**src/rtl/tlb_pkg.sv**
```systemverilog
// Shared encodings for the translation cache: access kinds and permission codes.
// Assumes a 2-bit access-kind field and a 2-bit permission field at the top level.
package tlb_pkg;

    typedef enum logic [1:0] {
        ACC_FETCH = 2'd0,
        ACC_READ  = 2'd1,
        ACC_WRITE = 2'd2,
        ACC_RSVD  = 2'd3
    } acc_kind_e;

    typedef enum logic [1:0] {
        PERM_NONE    = 2'd0,
        PERM_PRIV    = 2'd1,
        PERM_USER_RO = 2'd2,
        PERM_FULL    = 2'd3
    } perm_e;

    localparam logic [15:0] LFSR_TAPS = 16'hB400;
    localparam logic [15:0] LFSR_SEED = 16'hACE1;

endpackage

```
**src/rtl/tlb_perm_check.sv**
```systemverilog
// Combinational protection check for one matched entry.
// Assumes the caller has already selected the matching entry; allow is meaningless otherwise.
module tlb_perm_check
    import tlb_pkg::*;
(
    input  perm_e     perm,
    input  logic      xn,
    input  acc_kind_e kind,
    input  logic      user,
    output logic      allow
);

    // Decide whether the access type and privilege fit the stored protection.
    always_comb begin
        allow = 1'b1;
        unique case (perm)
            PERM_NONE:    allow = 1'b0;
            PERM_PRIV:    if (user) allow = 1'b0;
            PERM_USER_RO: if (user && kind == ACC_WRITE) allow = 1'b0;
            PERM_FULL:    allow = 1'b1;
            default:      allow = 1'b0;
        endcase
        if (kind == ACC_FETCH && xn) allow = 1'b0;
    end

endmodule

```
**src/rtl/tlb_entry_array.sv**
```systemverilog
// Entry storage with two parallel compare ports: one for lookups, one that finds a
// resident duplicate of a refill. Handles writes and both invalidation kinds.
// Assumes the caller never raises wr_en in a cycle with an invalidation.
module tlb_entry_array #(
    parameter int DEPTH  = 32,
    parameter int VPN_W  = 20,
    parameter int PFN_W  = 20,
    parameter int ASID_W = 8,
    parameter int IDX_W  = $clog2(DEPTH)
) (
    input  logic              clk,
    input  logic              rst_n,
    input  logic [VPN_W-1:0]  look_vpn,
    input  logic [ASID_W-1:0] look_asid,
    output logic              look_match,
    output logic [PFN_W-1:0]  look_pfn,
    output logic [1:0]        look_perm,
    output logic              look_xn,
    input  logic [VPN_W-1:0]  probe_vpn,
    input  logic [ASID_W-1:0] probe_asid,
    input  logic              probe_glob,
    output logic              dup_match,
    output logic [IDX_W-1:0]  dup_idx,
    input  logic              wr_en,
    input  logic [IDX_W-1:0]  wr_idx,
    input  logic [PFN_W-1:0]  wr_pfn,
    input  logic [1:0]        wr_perm,
    input  logic              wr_xn,
    input  logic              wr_lock,
    input  logic              inv_all,
    input  logic              inv_tag_en,
    input  logic [ASID_W-1:0] inv_tag,
    output logic [DEPTH-1:0]  lock_vec
);

    logic [DEPTH-1:0]  valid_q;
    logic [DEPTH-1:0]  lock_q;
    logic [DEPTH-1:0]  glob_q;
    logic [DEPTH-1:0]  xn_q;
    logic [VPN_W-1:0]  vpn_q  [DEPTH];
    logic [ASID_W-1:0] asid_q [DEPTH];
    logic [PFN_W-1:0]  pfn_q  [DEPTH];
    logic [1:0]        perm_q [DEPTH];

    logic [DEPTH-1:0]  look_m;
    logic [DEPTH-1:0]  dup_m;
    logic [IDX_W-1:0]  look_idx;

    // Per-entry comparators for the lookup and duplicate-probe ports.
    for (genvar e = 0; e < DEPTH; e++) begin : g_cmp
        assign look_m[e] = valid_q[e] && (vpn_q[e] == look_vpn)
                         && (glob_q[e] || (asid_q[e] == look_asid));
        assign dup_m[e]  = valid_q[e] && (vpn_q[e] == probe_vpn)
                         && (glob_q[e] == probe_glob)
                         && (probe_glob || (asid_q[e] == probe_asid));
    end

    // Lowest-index priority selection for both compare ports.
    always_comb begin
        look_idx = '0;
        dup_idx  = '0;
        for (int e = DEPTH - 1; e >= 0; e--) begin
            if (look_m[e]) look_idx = IDX_W'(e);
            if (dup_m[e])  dup_idx  = IDX_W'(e);
        end
    end

    assign look_match = |look_m;
    assign dup_match  = |dup_m;
    assign look_pfn   = pfn_q[look_idx];
    assign look_perm  = perm_q[look_idx];
    assign look_xn    = xn_q[look_idx];
    assign lock_vec   = lock_q;

    // Valid and lock state: reset, invalidations, then writes.
    always_ff @(posedge clk) begin
        if (!rst_n) begin
            valid_q <= '0;
            lock_q  <= '0;
        end else begin
            for (int e = 0; e < DEPTH; e++) begin
                if (inv_all && !lock_q[e]) begin
                    valid_q[e] <= 1'b0;
                end
                if (inv_tag_en && valid_q[e] && !glob_q[e] && (asid_q[e] == inv_tag)) begin
                    valid_q[e] <= 1'b0;
                    lock_q[e]  <= 1'b0;
                end
                if (wr_en && (wr_idx == IDX_W'(e))) begin
                    valid_q[e] <= 1'b1;
                    lock_q[e]  <= wr_lock;
                end
            end
        end
    end

    // Payload fields: written on refill only, no reset needed.
    always_ff @(posedge clk) begin
        for (int e = 0; e < DEPTH; e++) begin
            if (wr_en && (wr_idx == IDX_W'(e))) begin
                vpn_q[e]  <= probe_vpn;
                asid_q[e] <= probe_asid;
                glob_q[e] <= probe_glob;
                pfn_q[e]  <= wr_pfn;
                perm_q[e] <= wr_perm;
                xn_q[e]   <= wr_xn;
            end
        end
    end

endmodule

```
**src/rtl/tlb_victim_sel.sv**
```systemverilog
// Victim choice: the search starts at a rotating pointer or at a free-running LFSR
// value and returns the first unlocked entry found, going circularly.
// Assumes DEPTH >= 2 and DEPTH <= 65535.
module tlb_victim_sel
    import tlb_pkg::*;
#(
    parameter int DEPTH = 32,
    parameter int IDX_W = $clog2(DEPTH)
) (
    input  logic             clk,
    input  logic             rst_n,
    input  logic             use_random,
    input  logic [DEPTH-1:0] lock_vec,
    input  logic             advance,
    output logic [IDX_W-1:0] victim_idx,
    output logic             victim_ok
);

    logic [IDX_W-1:0] ptr_q;
    logic [15:0]      lfsr_q;
    logic [IDX_W-1:0] start;
    logic [31:0]      cand;

    assign start = use_random ? IDX_W'(lfsr_q % 16'(DEPTH)) : ptr_q;

    // Circular search for the first unlocked entry from the start position.
    always_comb begin
        victim_ok  = 1'b0;
        victim_idx = '0;
        cand       = '0;
        for (int k = DEPTH - 1; k >= 0; k--) begin
            cand = (32'(start) + 32'(k)) % 32'(DEPTH);
            if (!lock_vec[cand[IDX_W-1:0]]) begin
                victim_ok  = 1'b1;
                victim_idx = cand[IDX_W-1:0];
            end
        end
    end

    // Rotating pointer moves past each allocated victim.
    always_ff @(posedge clk) begin
        if (!rst_n) begin
            ptr_q <= '0;
        end else if (advance) begin
            ptr_q <= (victim_idx == IDX_W'(DEPTH - 1)) ? '0 : victim_idx + 1'b1;
        end
    end

    // Free-running Galois LFSR for pseudo-random starts.
    always_ff @(posedge clk) begin
        if (!rst_n) begin
            lfsr_q <= LFSR_SEED;
        end else begin
            lfsr_q <= {1'b0, lfsr_q[15:1]} ^ (lfsr_q[0] ? LFSR_TAPS : 16'h0000);
        end
    end

endmodule

```
**src/rtl/tagged_tlb.sv**
```systemverilog
// Fully associative translation cache with address-space tags, global entries,
// lookup-time protection checks, lockable entries and selectable replacement.
// Assumes a single fixed page size of 2**PAGE_W bytes; results are registered.
module tagged_tlb
    import tlb_pkg::*;
#(
    parameter int VA_W   = 32,
    parameter int PA_W   = 32,
    parameter int PAGE_W = 12,
    parameter int ASID_W = 8,
    parameter int DEPTH  = 32
) (
    input  logic                     clk,
    input  logic                     rst_n,
    input  logic                     cfg_random,
    input  logic                     lk_valid,
    input  logic [VA_W-1:0]          lk_vaddr,
    input  logic [ASID_W-1:0]        lk_asid,
    input  logic [1:0]               lk_kind,
    input  logic                     lk_user,
    input  logic                     rf_valid,
    input  logic [VA_W-PAGE_W-1:0]   rf_vpn,
    input  logic [ASID_W-1:0]        rf_asid,
    input  logic                     rf_global,
    input  logic [PA_W-PAGE_W-1:0]   rf_pfn,
    input  logic [1:0]               rf_perm,
    input  logic                     rf_xn,
    input  logic                     rf_lock,
    input  logic                     inv_all,
    input  logic                     inv_asid_en,
    input  logic [ASID_W-1:0]        inv_asid,
    output logic                     lk_done,
    output logic                     lk_hit,
    output logic                     lk_miss,
    output logic                     lk_abort,
    output logic [PA_W-1:0]          lk_paddr
);

    localparam int VPN_W = VA_W - PAGE_W;
    localparam int PFN_W = PA_W - PAGE_W;
    localparam int IDX_W = $clog2(DEPTH);

    logic             look_match;
    logic [PFN_W-1:0] look_pfn;
    logic [1:0]       look_perm;
    logic             look_xn;
    logic             dup_match;
    logic [IDX_W-1:0] dup_idx;
    logic [DEPTH-1:0] lock_vec;
    logic [IDX_W-1:0] victim_idx;
    logic             victim_ok;
    logic             allow;
    logic             inv_any;
    logic             wr_en;
    logic             alloc;
    logic [IDX_W-1:0] wr_idx;

    assign inv_any = inv_all || inv_asid_en;
    assign wr_en   = rf_valid && !inv_any && (dup_match || victim_ok);
    assign alloc   = rf_valid && !inv_any && !dup_match && victim_ok;
    assign wr_idx  = dup_match ? dup_idx : victim_idx;

    tlb_entry_array #(
        .DEPTH (DEPTH),
        .VPN_W (VPN_W),
        .PFN_W (PFN_W),
        .ASID_W(ASID_W),
        .IDX_W (IDX_W)
    ) u_array (
        .clk       (clk),
        .rst_n     (rst_n),
        .look_vpn  (lk_vaddr[VA_W-1:PAGE_W]),
        .look_asid (lk_asid),
        .look_match(look_match),
        .look_pfn  (look_pfn),
        .look_perm (look_perm),
        .look_xn   (look_xn),
        .probe_vpn (rf_vpn),
        .probe_asid(rf_asid),
        .probe_glob(rf_global),
        .dup_match (dup_match),
        .dup_idx   (dup_idx),
        .wr_en     (wr_en),
        .wr_idx    (wr_idx),
        .wr_pfn    (rf_pfn),
        .wr_perm   (rf_perm),
        .wr_xn     (rf_xn),
        .wr_lock   (rf_lock),
        .inv_all   (inv_all),
        .inv_tag_en(inv_asid_en),
        .inv_tag   (inv_asid),
        .lock_vec  (lock_vec)
    );

    tlb_victim_sel #(
        .DEPTH(DEPTH),
        .IDX_W(IDX_W)
    ) u_victim (
        .clk       (clk),
        .rst_n     (rst_n),
        .use_random(cfg_random),
        .lock_vec  (lock_vec),
        .advance   (alloc),
        .victim_idx(victim_idx),
        .victim_ok (victim_ok)
    );

    tlb_perm_check u_perm (
        .perm (perm_e'(look_perm)),
        .xn   (look_xn),
        .kind (acc_kind_e'(lk_kind)),
        .user (lk_user),
        .allow(allow)
    );

    // Register the one-cycle lookup outcome.
    always_ff @(posedge clk) begin
        if (!rst_n) begin
            lk_done  <= 1'b0;
            lk_hit   <= 1'b0;
            lk_miss  <= 1'b0;
            lk_abort <= 1'b0;
            lk_paddr <= '0;
        end else begin
            lk_done  <= lk_valid;
            lk_hit   <= lk_valid && look_match && allow;
            lk_miss  <= lk_valid && !look_match;
            lk_abort <= lk_valid && look_match && !allow;
            lk_paddr <= (lk_valid && look_match && allow)
                        ? {look_pfn, lk_vaddr[PAGE_W-1:0]} : '0;
        end
    end

endmodule

```
**config.mk**
```make
export PLATFORM = sky130hd
export DESIGN_NAME = tagged_tlb
export DESIGN_NICKNAME = d
export VERILOG_FILES = /design/src/rtl/tlb_pkg.sv /design/src/rtl/tlb_perm_check.sv /design/src/rtl/tlb_entry_array.sv /design/src/rtl/tlb_victim_sel.sv /design/src/rtl/tagged_tlb.sv
export SDC_FILE = /design/constraint.sdc
export NUM_CORES = 2
export LEC_CHECK = 0
export ABC_CLOCK_PERIOD_IN_PS = 17690
export BUFFER_PORTS_ARGS = -buffer_cell sky130_fd_sc_hd__buf_2
export CORE_MARGIN = 1.5
export CORE_UTILIZATION = 40
export DETAILED_ROUTE_END_ITERATION = 7
export PLACE_DENSITY = 0.63
export SLEW_MARGIN = 5
export SYNTH_ARGS = -nofsm -noshare
export SYNTH_HDL_FRONTEND = slang
export SYNTH_HIERARCHICAL = 1
export SYNTH_SLANG_ARGS = --single-unit
```
**constraint.sdc**
```tcl
create_clock -name clk -period 17.69 [get_ports clk]
set_clock_uncertainty 0.05 [all_clocks]
set_input_delay 3.538 -clock clk [delete_from_list [all_inputs] [get_ports clk]]
set_output_delay 3.538 -clock clk [all_outputs]
set_load 0.005 [all_outputs]
```
[Word-level counts from Yosys, hierarchy flattened]
Memory sizes are Yosys's and may differ from the RTL's. A register that Yosys moved wholly into a read port is not among the register bits.
Cells that the tools add are included.
W data, S select, Z words.
Storage, ports and cells
  memories: 4
  bits in writable memories: 1600
  logic and storage cells: 1890
  bits in registers: 185
  input port bits: 111
Cells by class
  reductions and logical operators: 659
  bitwise gates (word level): 1
  $lt $le $gt $ge: 33
  equality and inequality tests: 228
  multiplexer cells: 798
  add/sub/neg operators: 32
Memory list
  u_array.pfn_q: depth 32, bits a word 20, rd ports 1, clocked after memory_dff 1, wr ports 1, RTL line tlb_entry_array.sv:42  | logic [PFN_W-1:0] pfn_q [DEPTH];
  u_array.vpn_q: depth 32, bits a word 20, rd ports 32, clocked after memory_dff 0, wr ports 1, RTL line tlb_entry_array.sv:40  | logic [VPN_W-1:0] vpn_q [DEPTH];
  u_array.asid_q: depth 32, bits a word 8, rd ports 32, clocked after memory_dff 0, wr ports 1, RTL line tlb_entry_array.sv:41  | logic [ASID_W-1:0] asid_q [DEPTH];
  u_array.perm_q: depth 32, bits a word 2, rd ports 1, clocked after memory_dff 0, wr ports 1, RTL line tlb_entry_array.sv:43  | logic [1:0] perm_q [DEPTH];
Operator list (count)
  $eq A20 B20 Y1: 64
  $mux W20: 62
  $reduce_or A20 Y1: 62
  $mux W5: 223
  $eq A8 B8 Y1: 96
  $mux W1: 416
  $logic_and A1 B1 Y1: 330
  $mux W8: 31
  $reduce_or A8 Y1: 31
  $lt A5 B6 Y1 const B: 33
  $bmux W1 S5: 33
  $reduce_bool A3 Y1: 32
  $eq A5 B5 Y1 const B: 17
  $add A5 B5 Y5 const B: 16
  $logic_not A1 Y1: 69
  $logic_or A1 B1 Y1: 66
  $reduce_bool A2 Y1: 32
  $reduce_or A32 Y1: 2
  $mux W2: 31
  $reduce_or A2 Y1: 31
  $add A5 B4 Y5 const B: 8
  $eq A5 B4 Y1 const B: 8
  $eq A1 B1 Y1: 32
  $add A5 B3 Y5 const B: 4
  other kinds (13): 22

[Logic depth before layout (Yosys ltp)]
An unclocked memory read counts as a cell.
  word-level depth: 74
  gate-level depth with buffers: 28
  depth with buffers taken out: 24

[Hierarchy]
The synthesis kept the hierarchy.
By module, submodules not included
  tlb_entry_array: area each 86156.4 µm², cells an instance 6231, instances 1, seq. area each 51249.2 µm²
  tlb_victim_sel: area each 6417.4 µm², cells an instance 787, instances 1, seq. area each 420.4 µm²
  tagged_tlb: area each 1092.3 µm², cells an instance 84, instances 1, seq. area each 720.7 µm²
  tlb_perm_check: area each 33.8 µm², cells an instance 6, instances 1, seq. area each 0.0 µm²

[Worst setup path after synthesis]
Ideal clock, no wire load.
  kind: input -> register
  start point: input port cfg_random
  end point: register u_array.lock_q[19], in the netlist u_array/lock_vec[19]
  library setup time: 120 ps
  slack: 4924 ps
  buffers on the path: 5
  required time: 17520 ps
  arrival: 12596 ps
  cell stages on the path: 22
  path through: buf_6 -> mux2i_4 -> clkbuf_1 -> clkbuf_1 -> ha_1 -> inv_1 -> xnor2_2 -> buf_4 -> mux4_2 -> a22oi_2 -> nand3_2 -> or4_1 -> a221oi_1 -> nand4b_1 -> a31oi_2 -> mux2_2 -> clkbuf_1 -> nand4_1 -> nor3_1 -> nor3b_1 -> a21oi_1 -> nor2b_1
Between the ends
  longest elaborated chain between the ends: 40
  elaborated cells between the ends (all ways): 167
  those cells by class: add/sub (31); eq/ne (1); mux (131); reduce/logical (4)
RTL lines
  start: declaration: RTL line tagged_tlb.sv:15  | input logic cfg_random,
  $mux W5 (*): RTL line tlb_victim_sel.sv:24  | assign start = use_random ? IDX_W'(lfsr_q % 16'(DEPTH)) : ptr_q;
  $add A5 B5 Y5: RTL line tlb_victim_sel.sv:32  | cand = (32'(start) + 32'(k)) % 32'(DEPTH);
  $bmux W1 S5: RTL line tlb_victim_sel.sv:33  | if (!lock_vec[cand[IDX_W-1:0]]) begin
  $mux W1 (not written as such): RTL line tlb_victim_sel.sv:33
  $mux W5 (31 in a row): RTL line tlb_victim_sel.sv:33
  $mux W5 (*): RTL line tlb_victim_sel.sv:33
  named net victim_idx[0]: RTL line tagged_tlb.sv:50  | logic [IDX_W-1:0] victim_idx;
  $mux W5 (*): RTL line tagged_tlb.sv:61  | assign wr_idx = dup_match ? dup_idx : victim_idx;
  named net wr_idx[0]: RTL line tagged_tlb.sv:56  | logic [IDX_W-1:0] wr_idx;
  $eq A5 B5 Y1 (*): RTL line tlb_entry_array.sv:89  | if (wr_en && (wr_idx == IDX_W'(e))) begin
  $logic_and A1 B1 Y1 (*): RTL line tlb_entry_array.sv:89
  $mux W1 / $reduce_bool A2 Y1 (equally long branches)
  end signal: indexed assignment: RTL line tlb_entry_array.sv:91  | lock_q[e] <= wr_lock;
  end: declaration: RTL line tlb_entry_array.sv:37  | logic [DEPTH-1:0] lock_q;
Mark *: on every way through the listed nets, which the timed path passes. The rest lies on a longest branch. The select of a mux whose other input is x is not followed.
A chain may end at the register's enable or synchronous reset.

[Worst setup path in the final report]
  start point: input port cfg_random
  end point: register u_array.lock_q[10], in the netlist u_array/lock_vec[10]
Between the ends
  longest elaborated chain between the ends: 40
  elaborated cells between the ends (all ways): 167
  those cells by class: add/sub (31); eq/ne (1); mux (131); reduce/logical (4)
RTL lines (RTL line)
  $mux W5 (*): tlb_victim_sel.sv:24
  $add A5 B5 Y5: tlb_victim_sel.sv:32
  $bmux W1 S5: tlb_victim_sel.sv:33
  $mux W1 (not written as such): tlb_victim_sel.sv:33
  $mux W5 (31 in a row): tlb_victim_sel.sv:33
  $mux W5 (*): tlb_victim_sel.sv:33
  named net victim_idx[3]: tagged_tlb.sv:50
  $mux W5 (*): tagged_tlb.sv:61
  named net wr_idx[3]: tagged_tlb.sv:56
  $eq A5 B4 Y1 (*): tlb_entry_array.sv:89
  $logic_and A1 B1 Y1 (*): tlb_entry_array.sv:89
  $mux W1 / $reduce_bool A2 Y1 (equally long branches)
Marks and branches as above.

==> metrics.txt <==
Tot Pwr=9420 µW; clk sinks=1785; Syn Std Cell Area=93700 µm²; maximum vdd drop=0.116 mV; crit start category=primary input; Worst Tran Pin Value=1.31 ns; clock period minus final worst setup slack=12.19 ns; GRT busiest layer=met2; Synth Register Bits=1785; Power Dens Cells=90.4 nW/µm²; initial antenna violation count=7; Die Y=487 µm; Max-Cap Viols=0; hold buffers post-CTS=0; CTS max path bufs=3; endpoints failing setup=0; multi-input combinational cell area=39300 µm²; EDFF count, synth=1664; DR iter-0 viols=8009; status=finished, final reports clean; RSZ-0062 raised after global routing=no; hpwl dp=215 mm; clock-pin slew on the worst setup and hold paths=0.06 ns; CORE AREA=233000 µm²; grt total ovfl=0; yosys synthesis warning count=6; Root Driver=clkbuf_16; worst path required time=18.37 ns; Critical Path Sink Type=register; Routed wire per std cell=32.2 µm; setup_tns=0 ns; GRT met3 Usage=0.0518; effective utilization at floorplan=0.403; total die area=237000 µm²; P&R area growth vs syn=11.2%; final period utilization=0.689; worst slack, placed=4.79 ns; register area=52400 µm²; row cnt=177; # DRC=0; Netlist cell types=106; share of layout cells above drive strength 1=0.123; Syn Area/Cell=13.2 µm²; Slew Limit Headroom=0.120; CTS tree=yes; Clock Latency Late Sink=0.86 ns; Fin. Hold Viols=0; RePlAce Congestion=0.967; maximum number of pins on one net before global-route repair=128; Seq/Total Area, Yosys=0.559; Vias=64.1k; H-tree depth=4; ys async rst share=0; min-delay worst type=register to register; I/O pin cnt=147; Routed Antenna Nets=0; TritonCTS Buffers=190; syn nets=7234; Die X-Extent=487 µm; Slew Limit Fails=0; kind of critical path=primary input to register; IO Port Bufs=146; fmax=82.0 MHz; 1st-pass router iterations=6; Nets=7348; Global Route Usage Sum=0.279; setup bufs post-CTS=0; DP Cell Count=10.2k; Mapped Cells=7108; Synth Flop Type=edfxtp_1; setup ws final=5.50 ns; DR vias/cell=6.09; fillers=20.8k; Layout Cells excl Fill=10.5k; met1 Usage GRT=0.366; Critical Path Fanout Max=32; Static Leakage=0.0338 µW; Post-Route WL=339 mm; grt met2 use=0.443; number of global-route vias before repair=62.1k; Crit path arrival time=12.87 ns; global-route wire length before repair=473 mm; CTS resizes=0
==> worst max-delay path, stage by stage <==
cell and delay [ns]:
buf_2 0.48, mux2i_4 0.33, buf_4 0.40, clkinv_1 0.78
ha_1 0.78, and3b_1 0.32, o21ba_2 0.23, nor2_1 0.51
mux4_2 0.46, o21bai_1 0.66, nor2_1 0.14, nand2_1 0.15
a21o_1 0.13, o221ai_1 0.12, a21oi_1 0.79, mux2_2 0.47
nand2b_1 0.33, nand2b_1 0.40, nor2_4 0.84, buf_4 0.55
or3b_2 0.22, a21boi_0 0.09
==> flip-flops by register name, summed over array words and instances, names as in the netlist <==
| name | cells |
|---|---|
| u_array/vpn_q | 640 |
| lk_miss | 1 |
| u_victim/ptr_q | 5 |
| u_array/lock_vec | 32 |
| lk_hit | 1 |
| u_array/glob_q | 32 |
| u_array/xn_q | 32 |
| lk_abort | 1 |
| u_array/perm_q | 64 |
| u_array/asid_q | 256 |
| u_victim/lfsr_q | 16 |
| lk_paddr | 32 |
| u_array/valid_q | 32 |
| u_array/pfn_q | 640 |
| lk_done | 1 |
==> Yosys cell counts, drive strengths merged, types with 25 or more instances <==
library cell / count / area, µm²
nand4: 228 / 1430
a22oi: 102 / 771
and2: 62 / 404
mux4: 131 / 2950
and3: 29 / 181
a221oi: 29 / 385
nand2b: 25 / 156
nand4b: 31 / 272
nor2: 148 / 561
a21oi: 149 / 757
mux2: 34 / 387
or3: 29 / 181
nor3: 123 / 631
nand3: 113 / 576
o21ai: 95 / 475
inv: 32 / 120
nand2: 261 / 982
or4: 78 / 597
xnor2: 554 / 4870
dfxtp: 121 / 2420
clkbuf: 157 / 589
nor2b: 43 / 269
buf: 249 / 1630
edfxtp: 1664 / 50000
nor4: 448 / 2820
o21a: 28 / 210
mux2i: 296 / 3020
xor2: 1530 / 13400
nor3b: 39 / 293
a22o: 29 / 254
==> where the power goes <==
| group | leakage, µW | switching (µW) | total, µW | internal, µW |
|---|---|---|---|---|
| sequential | 0.0159 | 8.93 | 4630 | 4630 |
| clock | 0.00301 | 1730 | 4010 | 2280 |
| combinational | 0.0148 | 568 | 774 | 206 |
==> stage by stage <==
stage	hold WS, ns	util	area (µm²)
after floorplan	0.336	-	93700
after global placement	0.346	0.421	97900
after detailed placement	0.347	0.421	97900
after CTS	0.364	0.447	104000
after global routing	0.387	0.447	104000
final	0.360	0.448	104000
==> path summary, 6_finish.rpt <==
path	from	to	slack (ns)	depth (start not counted)
hold reg to reg	u_victim/lfsr_q[6]	u_victim/lfsr_q[5]	0.36	1
hold / removal	u_victim/lfsr_q[6]	u_victim/lfsr_q[5]	0.36	1
setup reg to reg	u_victim/lfsr_q[1]	u_array/lock_vec[10]	8.56	21
setup / recovery	cfg_random	u_array/lock_vec[10]	5.50	22
==> layer usage <==
metal	up-vias	wire length (µm)
met4	4	19300
met1	32700	135000
li1	26900	-
met3	863	29900
met5	-	27
met2	3573	155000
==> cell families after synthesis <==
| group | Yosys count | synth area share |
|---|---|---|
| AOI/OAI and AO/OA | 622 | 0.0471 |
| xor gates and xnor gates | 2084 | 0.195 |
| adders and majority gates | 15 | 0.00200 |
| buffers and inverters | 439 | 0.0250 |
| DFF | 1785 | 0.559 |
| muxes | 461 | 0.0678 |
| and+or+nand+nor | 1702 | 0.104 |
==> layout by cell type (no fill, tap or decap), types with 23 or more instances in the layout <==
master / n
nor2_1: 119
a31oi_1: 23
edfxtp_1: 1664
nand4_1: 228
o21ai_0: 89
or4_1: 75
nor2_4: 26
xnor2_1: 551
nand2_1: 260
nor2b_1: 43
o21a_1: 27
or3_1: 29
a21oi_1: 148
mux2i_1: 289
nand3_1: 111
nand2b_1: 25
clkbuf_1: 45
buf_2: 116
clkinv_1: 23
nor3b_1: 39
nor4_1: 444
a22o_1: 29
dfxtp_1: 121
xor2_1: 1529
mux2_2: 29
clkbuf_16: 191
and2_1: 49
buf_4: 209
inv_1: 25
nor3_1: 111
a22oi_1: 101
nand4b_1: 31
clkinv_2: 26
and3_1: 29
mux4_2: 131
==> area by class of cell <==
cell class	count	share of cell area
flip-flops and latches	1785	0.503
diodes	12	0.000288
well taps	3132	0.0376
multi-input cells	4884	0.377
inverters	33	0.00120
clock buffers	249	0.0492
repair buffers	328	0.0212
clock inverters	102	0.0109
Power figures use the tool's default switching activity.
